`src/rtl/sdram_burst_pkg.sv`:
```
package sdram_burst_pkg;
  localparam int MODE_W = 10;

  typedef struct packed {
    logic       wr_single;
    logic [1:0] op;
    logic [2:0] cl;
    logic       ilv;
    logic [2:0] blen;
  } mode_t;

  typedef struct packed {
    logic       wr_single;
    logic       ilv;
    logic [2:0] blen;
  } cfg_t;

  localparam logic [2:0] BLEN_PAGE = 3'b111;

  function automatic logic mode_ok(mode_t m);
    logic len_ok, cl_ok;
    len_ok = (m.blen inside {3'b000, 3'b001, 3'b010, 3'b011}) ||
             (m.blen == BLEN_PAGE && !m.ilv);
    cl_ok  = (m.cl == 3'b010) || (m.cl == 3'b011);
    return len_ok && cl_ok && (m.op == 2'b00);
  endfunction
endpackage

```
`src/rtl/burst_mode_reg.sv`:
```
module burst_mode_reg
  import sdram_burst_pkg::*;
(
  input  logic              clk_i,
  input  logic              rst_ni,
  input  logic              load_i,
  input  logic [MODE_W-1:0] word_i,
  output cfg_t              cfg_o,
  output logic              err_o
);
  mode_t w;
  assign w = mode_t'(word_i);

  always_ff @(posedge clk_i or negedge rst_ni) begin
    if (!rst_ni) begin
      cfg_o <= '0;
      err_o <= 1'b0;
    end else begin
      err_o <= load_i && !mode_ok(w);
      if (load_i && mode_ok(w))
        cfg_o <= '{wr_single: w.wr_single, ilv: w.ilv, blen: w.blen};
    end
  end

  // a rejected load leaves the stored mode untouched
  a_r8_keep_mode: assert property (@(posedge clk_i) disable iff (!rst_ni)
    err_o |-> $stable(cfg_o));
  // the error pulse only follows a load
  a_r8_err_src: assert property (@(posedge clk_i) disable iff (!rst_ni)
    err_o |-> $past(load_i));
endmodule

```
`src/rtl/burst_col_calc.sv`:
```
module burst_col_calc #(
  parameter int COL_W = 10
) (
  input  logic [COL_W-1:0] base_i,
  input  logic [COL_W-1:0] beat_i,
  input  logic [COL_W-1:0] mask_i,
  input  logic             ilv_i,
  output logic [COL_W-1:0] col_o
);
  logic [COL_W-1:0] low;
  assign low = ilv_i ? (base_i ^ beat_i) : (base_i + beat_i);

  // masked bits move within the block, the rest hold the start column
  for (genvar b = 0; b < COL_W; b++) begin : g_bit
    assign col_o[b] = mask_i[b] ? low[b] : base_i[b];
  end
endmodule

```
`src/rtl/burst_col_seq.sv`:
```
module burst_col_seq
  import sdram_burst_pkg::*;
#(
  parameter int COL_W = 10
) (
  input  logic              clk_i,
  input  logic              rst_ni,
  input  logic              mode_load_i,
  input  logic [MODE_W-1:0] mode_word_i,
  input  logic              start_i,
  input  logic [COL_W-1:0]  start_col_i,
  input  logic              write_i,
  input  logic              term_i,
  output logic [COL_W-1:0]  col_o,
  output logic              valid_o,
  output logic              last_o,
  output logic              mode_err_o
);
  localparam logic [COL_W-1:0] MASK_PAGE = {COL_W{1'b1}};

  cfg_t cfg;
  logic [COL_W-1:0] base_q, beat_q, mask_q, mask_d;
  logic             ilv_q, full_q, valid_q, single_wr;

  burst_mode_reg i_mode (
    .clk_i  (clk_i),
    .rst_ni (rst_ni),
    .load_i (mode_load_i),
    .word_i (mode_word_i),
    .cfg_o  (cfg),
    .err_o  (mode_err_o)
  );

  assign single_wr = write_i && cfg.wr_single;

  always_comb begin
    mask_d = '0;
    if (!single_wr) begin
      unique case (cfg.blen)
        3'b001:    mask_d = COL_W'(1);
        3'b010:    mask_d = COL_W'(3);
        3'b011:    mask_d = COL_W'(7);
        BLEN_PAGE: mask_d = MASK_PAGE;
        default:   mask_d = '0;
      endcase
    end
  end

  always_ff @(posedge clk_i or negedge rst_ni) begin
    if (!rst_ni) begin
      valid_q <= 1'b0;
      base_q  <= '0;
      beat_q  <= '0;
      mask_q  <= '0;
      ilv_q   <= 1'b0;
      full_q  <= 1'b0;
    end else if (start_i) begin
      valid_q <= 1'b1;
      base_q  <= start_col_i;
      beat_q  <= '0;
      mask_q  <= mask_d;
      ilv_q   <= cfg.ilv;
      full_q  <= !single_wr && (cfg.blen == BLEN_PAGE);
    end else if (valid_q) begin
      if (term_i || last_o) valid_q <= 1'b0;
      else                  beat_q  <= beat_q + 1'b1;
    end
  end

  burst_col_calc #(.COL_W(COL_W)) i_calc (
    .base_i (base_q),
    .beat_i (beat_q),
    .mask_i (mask_q),
    .ilv_i  (ilv_q),
    .col_o  (col_o)
  );

  assign valid_o = valid_q;
  assign last_o  = valid_q && !full_q && (beat_q == mask_q);

  a_r1_start: assert property (@(posedge clk_i) disable iff (!rst_ni)
    start_i |=> valid_o && col_o == $past(start_col_i));
  a_r4_end: assert property (@(posedge clk_i) disable iff (!rst_ni)
    valid_o && last_o && !start_i |=> !valid_o);
  a_r4_last_valid: assert property (@(posedge clk_i) disable iff (!rst_ni)
    last_o |-> valid_o);
  a_r10_term: assert property (@(posedge clk_i) disable iff (!rst_ni)
    valid_o && term_i && !start_i |=> !valid_o);
  a_r2_upper_fixed: assert property (@(posedge clk_i) disable iff (!rst_ni)
    valid_o && !last_o && !start_i && !term_i |=>
      valid_o && ((col_o & ~mask_q) == $past(col_o & ~mask_q)));
  a_r6_page_step: assert property (@(posedge clk_i) disable iff (!rst_ni)
    valid_o && full_q && !start_i && !term_i |=>
      valid_o && !last_o && col_o == COL_W'($past(col_o) + 1'b1));
endmodule

```
`config.mk`:
```
export PLATFORM = sky130hd
export DESIGN_NAME = burst_col_seq
export DESIGN_NICKNAME = d
export VERILOG_FILES = /design/src/rtl/sdram_burst_pkg.sv /design/src/rtl/burst_mode_reg.sv /design/src/rtl/burst_col_calc.sv /design/src/rtl/burst_col_seq.sv
export SDC_FILE = /design/constraint.sdc
export NUM_CORES = 1
export LEC_CHECK = 0
export CAP_MARGIN = 30
export CORE_MARGIN = 10
export CORE_UTILIZATION = 40
export CTS_CLUSTER_SIZE = 24
export DETAILED_ROUTE_END_ITERATION = 16
export GPL_TIMING_DRIVEN = 0
export SYNTH_ARGS = -nofsm -noshare
export SYNTH_HDL_FRONTEND = slang
export SYNTH_HIERARCHICAL = 1
export SYNTH_SLANG_ARGS = --single-unit
export TNS_END_PERCENT = 50
```
`constraint.sdc`:
```
create_clock -name clk_i -period 2.7 [get_ports clk_i]
set_clock_uncertainty 0.2 [all_clocks]
set_input_delay 0.27 -clock clk_i [delete_from_list [all_inputs] [get_ports clk_i]]
set_output_delay 0.27 -clock clk_i [all_outputs]
set_load 0.02 [all_outputs]
```
== Word level (Yosys, flattened, before mapping) ==
Index checks and enable logic that the tools add are counted.
Word-level totals
  flip-flop bits (word level): 39
  input bits: 26
  output and inout port bits: 13
  word-level logic and storage cells: 65
Cells by class
  add/subtract/negate cells: 2
  equality and inequality tests: 12
  muxes and demuxes: 19
  bitwise gates (word level): 1
  reductions and logical operators: 21
Operator list (count)
  $mux 10: 5
  $pmux 10 s4: 1
  $eq 3x2->1 const B: 6
  $mux 1: 13
  $add 10x1->10 const B: 1
  $add 10x10->10: 1
  $eq 10x10->1: 1
  $xor 10x10->10: 1
  $logic_and 1x1->1: 9
  $eq 3x1->1 const B: 2
  $eq 3x3->1 const B: 2
  $logic_not 1->1: 4
  $reduce_bool 4->1: 1
  $logic_not 3->1: 1
  $logic_or 1x1->1: 3
  $logic_not 2->1: 1
  $ne 2x2->1 const B: 1
  $reduce_and 2->1: 1
  $reduce_bool 2->1: 1

== Longest topological paths before layout ==
Gate-level depths: netlist (run 1).
  depth in word-level cells: 7
  depth in mapped cells: 8
  gate-level depth less buffers: 8

== Modules after synthesis ==
Netlist (run 1), hierarchy kept.
By module, submodules not included
  burst_col_seq: times used 1, cells each 120, area each 1311.3 sq um, sequential area each 675.6 sq um
  burst_col_calc: times used 1, cells each 93, area each 621.8 sq um, sequential area each 0.0 sq um
  burst_mode_reg: times used 1, cells each 17, area each 260.2 sq um, sequential area each 150.1 sq um

== Worst setup path before layout (run 1) ==
OpenSTA, ideal clock, no wires.
  kind: reg-to-output
  from: register beat_q[0]
  to: output port col_o[8]
  data arrival time: 1.982 ns
  required time: 2.230 ns
  setup slack: 0.248 ns
  cell stages (with the launch flop): 9
  buffers on the path: 0
  cell sequence: dfrtp_1 -> ha_1 -> inv_1 -> fa_1 -> nor2b_4 -> o21ai_2 -> a211oi_2 -> nor3_1 -> or3_1
Between the ends
  word-level cells in the longest chain between the ends: 3
RTL lines
  start: declaration: line burst_col_seq.sv:22  | logic [COL_W-1:0] base_q, beat_q, mask_q, mask_d;
  start signal: assignment: line burst_col_seq.sv:66  | else beat_q <= beat_q + 1'b1;
  $add 10x10->10: line burst_col_calc.sv:11  | assign low = ilv_i ? (base_i ^ beat_i) : (base_i + beat_i);
  $mux 10: line burst_col_calc.sv:11
  $mux 1: line burst_col_calc.sv:15  | assign col_o[b] = mask_i[b] ? low[b] : base_i[b];
  end: declaration: line burst_col_seq.sv:14  | output logic [COL_W-1:0] col_o,
No other way between the ends.

== Worst setup path in the final report (run 1) ==
  from: register beat_q[5]
  to: output port col_o[8]
The elaborated chain is that of the path after synthesis.

==> out/metrics.cfg, run 1 <==
[power_and_ir_drop]
leakage_nw=1.20
powerDensity_mw_per_mm2=499
power.total_mw=1.42
ir_drop_v=0.000327

[global_route]
met1_usage=0.162
grt_pass1_vias=1958
grt-busiest-layer=met2
overflow=0
gr-usage-met3=0.0416
antenna_found_initial=0
grt_pass1_wl_um=9390
grt_max_degree=34
use_met2=0.211
grt_usage=0.130

[yosys]
synthArstFlopShare=1.00
synth_xor_area_frac=0.0280
yosysWarnings=6
synth_top_family_by_area=simple AND/OR/NAND/NOR gates
synth_fa_ha_area_frac=0.0662
syn_area_mm2=0.00219
ys_seq_area_frac=0.376
synth_cells=230
synth-seq-cells=33
ys_types=48
synth_compound_area_frac=0.187
syn_nets=267
ys.flop_type=dfrtp_1
avgSynthCellArea_um2=9.54
synthSimpleGateAreaFrac=0.194
synth_edf_count=0
synthMuxAreaShare=0.0975

[detailed_routing]
final_antenna_net_count=0
first_iter_violations=83
drt-wirelength-per-cell_um=15.6
first_pass_iters=4
drc=0
wirelength_um=5510
vias_per_cell=5.38
via_count=1900

[setup_path]
r2r_start=beat_q[4]
worstSetupEndpointType=output port
crit_path_max_incr_delay_ns=0.48
cp.arrival_ns=2.30
ff2ff_setup_slack_ns=0.34
regToRegEndpoint=beat_q[8]
worstPathMaxFanout=7
cp.required_ns=2.23
cp_cell_sequence=ha_1, a21oi_1, o21ai_0, o211a_1, or3_1, buf_6
critical_path_class=flop to output port
cp_top_family=compound AO/OA/AOI/OAI gates
path_buf_inv=1
startpoint_type=flop
ff2ff_path_depth=7
slowest_stage=dfrtp_1

[layout]
layout_common_cells=dfrtp_1, clkdlybuf4s50_1, a21oi_1
final_common_cell=dfrtp_1
nNetsFinal=319
areaGrowthSynthToFinish_pct=29.4
drive_above_1_share=0.230
fin_area_mm2=0.00284
stdcell_count=353
antennaDiodeCount=0
utilization=0.545

[cts]
cts_tree=built
cts.clk_slew.worst_paths_ns=0.07
numCtsBuffers=5
numClockSinks=33
htree_levels=2
clk_latency_ns=0.28
cts_buffer_depth=2
root_buffer=clkbuf_8

[floorplanning]
initial_core_util=0.421
core_mm2=0.00520
die_w_um=94.1
io_pins=39
die_h_um=94.1
rows=26
die-area_mm2=0.00885

[min_path]
min_path_type=flop to flop
holdPathEnd=i_mode/cfg_o[4]
hold-path-cell-count=1
hp-start=i_mode/cfg_o[4]

[placement]
dp_hpwl_um=3960
place_inst=337
dp_slack_ns=-0.377
place_area_mm2=0.00265
portBuffers=37
gp_congestion=0.814

[timing]
timing.hold.ws_ns=0.307
post-route-period-util=1.03
slew_violations=0
max_slew_margin=0.493
setup_violations=1
rsz0062_at_grt=yes
setup_slack_ns=-0.0712
fin_crit_ns=2.77
hold_viol=0
worst_pin_slew_ns=0.761
fmax_mhz=361
tns_ns=-0.0712

[job]
maxCapViolations=0

[run_status]
outcome=complete, but fails checks
violations=setup timing

[area by class of cell]
cell class	count	area (um^2)
Fill cell	519	2370
Multi-Input combinational cell	172	1330
Sequential cell	33	833
Timing Repair Buffer	45	395
Tap cell	70	87.6
Clock buffer	6	72.6
Inverter	16	60.1
Buffer	9	51.3
Clock inverter	2	10.0
[worst register-to-register path, stage by stage, from the launching register on]
cell and delay, ns:
dfrtp_1 0.50, nor4_1 0.34, a32oi_1 0.15, a2111oi_4 0.39
buf_6 0.15, buf_4 0.14, nor4_1 0.07, mux2_1 0.31
[kinds of logic after synthesis]
kind of cell / count (synthesis)
simple gates: 75
compound gates: 60
flops: 33
buf+inv: 25
mux: 19
fa+ha+maj: 11
xor+xnor: 7
[flip-flops by register name, summed over array words and instances (netlist names)]
| signal | cells |
|---|---|
| base_q | 10 |
| beat_q | 10 |
| full_q | 1 |
| i_mode/cfg_o | 5 |
| i_mode/err_o | 1 |
| ilv_q | 1 |
| mask_q | 4 |
| valid_o | 1 |
[power by group]
group	total [mW]	switching [mW]	internal [mW]
sequential	0.605	0.0585	0.547
combinational	0.447	0.230	0.217
clock	0.365	0.186	0.179
[worst max path at each step]
stage | slack, ns | from | cells past startpoint | to
finish | -0.07 | beat_q[5] | 6 | col_o[8]
global route | -0.19 | beat_q[0] | 9 | col_o[8]
CTS | -0.06 | base_q[0] | 9 | col_o[8]
detailed placement | -0.38 | beat_q[0] | 9 | col_o[8]
global placement | -0.39 | beat_q[0] | 9 | col_o[8]
floorplan | 0.25 | beat_q[0] | 8 | col_o[8]
[timing repair]
action,in CTS,in global routing
hold buffers,1,0
buffers inserted,5,2
setup endpoints to repair,10,7
pin swaps,5,5
hold endpoints to repair,33,0
gates resized for setup,35,11
[synth_stat cells, drive strengths merged (3+ instances only)]
library cell	count	area (um^2)
a211oi	3	40.0
a21o	3	22.5
a21oi	21	113
buf	4	32.5
clkbuf	5	18.8
dfrtp	33	826
ha	10	125
inv	16	60.1
mux2	19	214
nand2	13	48.8
nand2b	4	25.0
nand3	12	60.1
nand4	5	37.5
nor2	14	52.6
nor2b	4	32.5
nor4	4	25.0
o21ai	14	73.8
o31ai	6	45.0
or4	6	45.0
xnor2	7	61.3
[layer usage]
layer  vias to the layer above  wire length [um]
met5                         -                 0
met4                         0                23
met3                         2               245
met2                        29              2610
met1                       914              2630
li1                        955                 -
Power figures use the tool's default switching activity.
==> run 2: changes to the inputs <==
- DONT_BUFFER_PORTS: not set -> 1
==> out/metrics.cfg, run 2 (same netlist as run 1, synthesis figures left out) <==
[setup_path]
worstSetupEndpointType=output port
cp_cell_sequence=ha_1, nor2b_4, o21ai_2, a211oi_2, o211a_1, or3_4
critical_path_class=flop to output port
crit_path_max_incr_delay_ns=0.47
cp.required_ns=2.23
slowest_stage=dfrtp_1
startpoint_type=flop
worstPathMaxFanout=7
cp.arrival_ns=2.24

[timing]
hold_viol=0
setup_violations=1
fin_crit_ns=2.71
post-route-period-util=1.00
setup_slack_ns=-0.00513
worst_pin_slew_ns=0.742
timing.hold.ws_ns=0.0737
fmax_mhz=370
max_slew_margin=0.500
rsz0062_at_grt=yes
slew_violations=0

[power_and_ir_drop]
p_seq_frac=0.438
powerDensity_mw_per_mm2=527
power_frac_comb=0.265
p_sw_frac=0.329
p_int_mw=0.942
ir_drop_v=0.000339
p_clk_frac=0.297
p_switching_mw=0.462
leakage_nw=1.10

[detailed_routing]
vias_per_cell=5.63
drt-wirelength-per-cell_um=16.2
final_antenna_net_count=0
drc=0
first_iter_violations=66
via_count=1840
first_pass_iters=4
wirelength_um=5300

[cts]
cts_buffer_depth=2
cts.clk_slew.worst_paths_ns=0.07
htree_levels=2
clk_latency_ns=0.29
root_buffer=clkbuf_8
numClockSinks=33
cts_tree=built
numCtsBuffers=5

[floorplanning]
die_w_um=94.1
core_mm2=0.00520
die-area_mm2=0.00885
initial_core_util=0.421
io_pins=39
rows=26
die_h_um=94.1

[global_route]
grt_pass1_wl_um=9170
grt_usage=0.128
grt_max_degree=34
antenna_found_initial=0
overflow=0
grt_pass1_vias=1859

[layout]
nNetsFinal=293
layout_common_cells=dfrtp_1, mux2_2, dlygate4sd3_1
reg_top3=base_q (10), beat_q (10), i_mode/cfg_o (5)
areaGrowthSynthToFinish_pct=21.3
final_common_cell=dfrtp_1
drive_above_1_share=0.218
num-fill-cells=495
area.sequential_um2=830
multi_input_area_mm2=0.00133
antennaDiodeCount=0
utilization=0.511

[placement]
dp_hpwl_um=3780
portBuffers=0
gp_congestion=0.791
dp_slack_ns=0.0180

[job]
maxCapViolations=0

[run_status]
outcome=complete, but fails checks
violations=setup timing

[min_path]
min_path_type=primary input to flop

## run 2: cell types whose count changed in the layout (fill, tap and decap cells not counted), moves of 2 or more
cell and delta:
dlygate4sd2_1 -3, clkbuf_8 +2, clkdlybuf4s50_1 -26, a21oi_1 -3, buf_4 -6, dlygate4sd3_1 +16, buf_2 -5, a21oi_2 +2
clkbuf_2 -2
## run 2: through the flow
step,cell area (um^2),cells,TNS (ns),power [mW]
2_1_floorplan,2190,230,0,0.873
3_3_place_gp,2280,300,0,0.940
3_5_place_dp,2280,300,0,0.945
4_1_cts,2610,327,-0.0280,1.41
5_1_grt,2660,327,-0.0920,1.48
6_report,2660,327,-0.00513,1.40
## run 2: cell type report
class                      count  share of cell area
buffer                         9              0.0193
clock inverter                 1             0.00188
tap                           70              0.0329
multi-input combinational    172               0.501
timing repair buffer          19              0.0743
inverter                      16              0.0226
sequential                    33               0.312
clock buffer                   7              0.0362
## run 2: path summary, 6_finish.rpt
path / slack (ns) / cells past startpoint / startpoint / endpoint
setup / recovery: -0.005 / 6 / beat_q[2] / col_o[8]
hold / removal: 0.07 / 3 / mode_word_i[7] / i_mode/err_o
setup reg to reg: 0.39 / 6 / mask_q[8] / beat_q[6]
hold reg to reg: 0.31 / 1 / i_mode/cfg_o[4] / i_mode/cfg_o[4]
max in group asynchronous: 1.88 / 2 / rst_ni / mask_q[8]
min in group asynchronous: 0.22 / 2 / rst_ni / beat_q[9]
## run 2: worst max-delay path, delay by kind of cell (launching register included)
family / cells / cell delay, ns
AOI/OAI and AO/OA: 3 / 0.53
adders and majority gates: 1 / 0.37
DFF: 1 / 0.47
and+or+nand+nor: 2 / 0.57
## run 2: timing repair
action / in CTS / in global routing
setup buffers: 1 / 0
endpoints found under the hold margin: 49 / 0
cloned: 0 / 0
endpoints found under the setup margin: 4 / 9
hold buffers: 18 / 0
gates resized for setup: 8 / 9
pin swaps: 1 / 4
## run 2: power by group through the flow
stage | combinational [mW] | sequential (mW) | clock [mW]
global placement | 0.320 | 0.620 | 0
global route | 0.412 | 0.625 | 0.443
CTS | 0.370 | 0.611 | 0.428
finish | 0.372 | 0.615 | 0.417
floorplan | 0.271 | 0.602 | 0
detailed placement | 0.323 | 0.621 | 0
## run 2: routing by layer
metal | wire (um) | track usage | up-vias | share of wire
li1 | - | - | 897 | -
met1 | 2360 | 0.156 | 889 | 0.44
met2 | 2480 | 0.200 | 46 | 0.47
met3 | 387 | 0.0496 | 8 | 0.073
met4 | 76 | 0.0430 | 0 | 0.014
met5 | 0 | 0 | - | 0
==> run 3: changes to the inputs <==
- HOLD_SLACK_MARGIN: not set -> 0.06
==> results of run 3 <==
Final layout, timing and power as in run 2 (identical DEF).
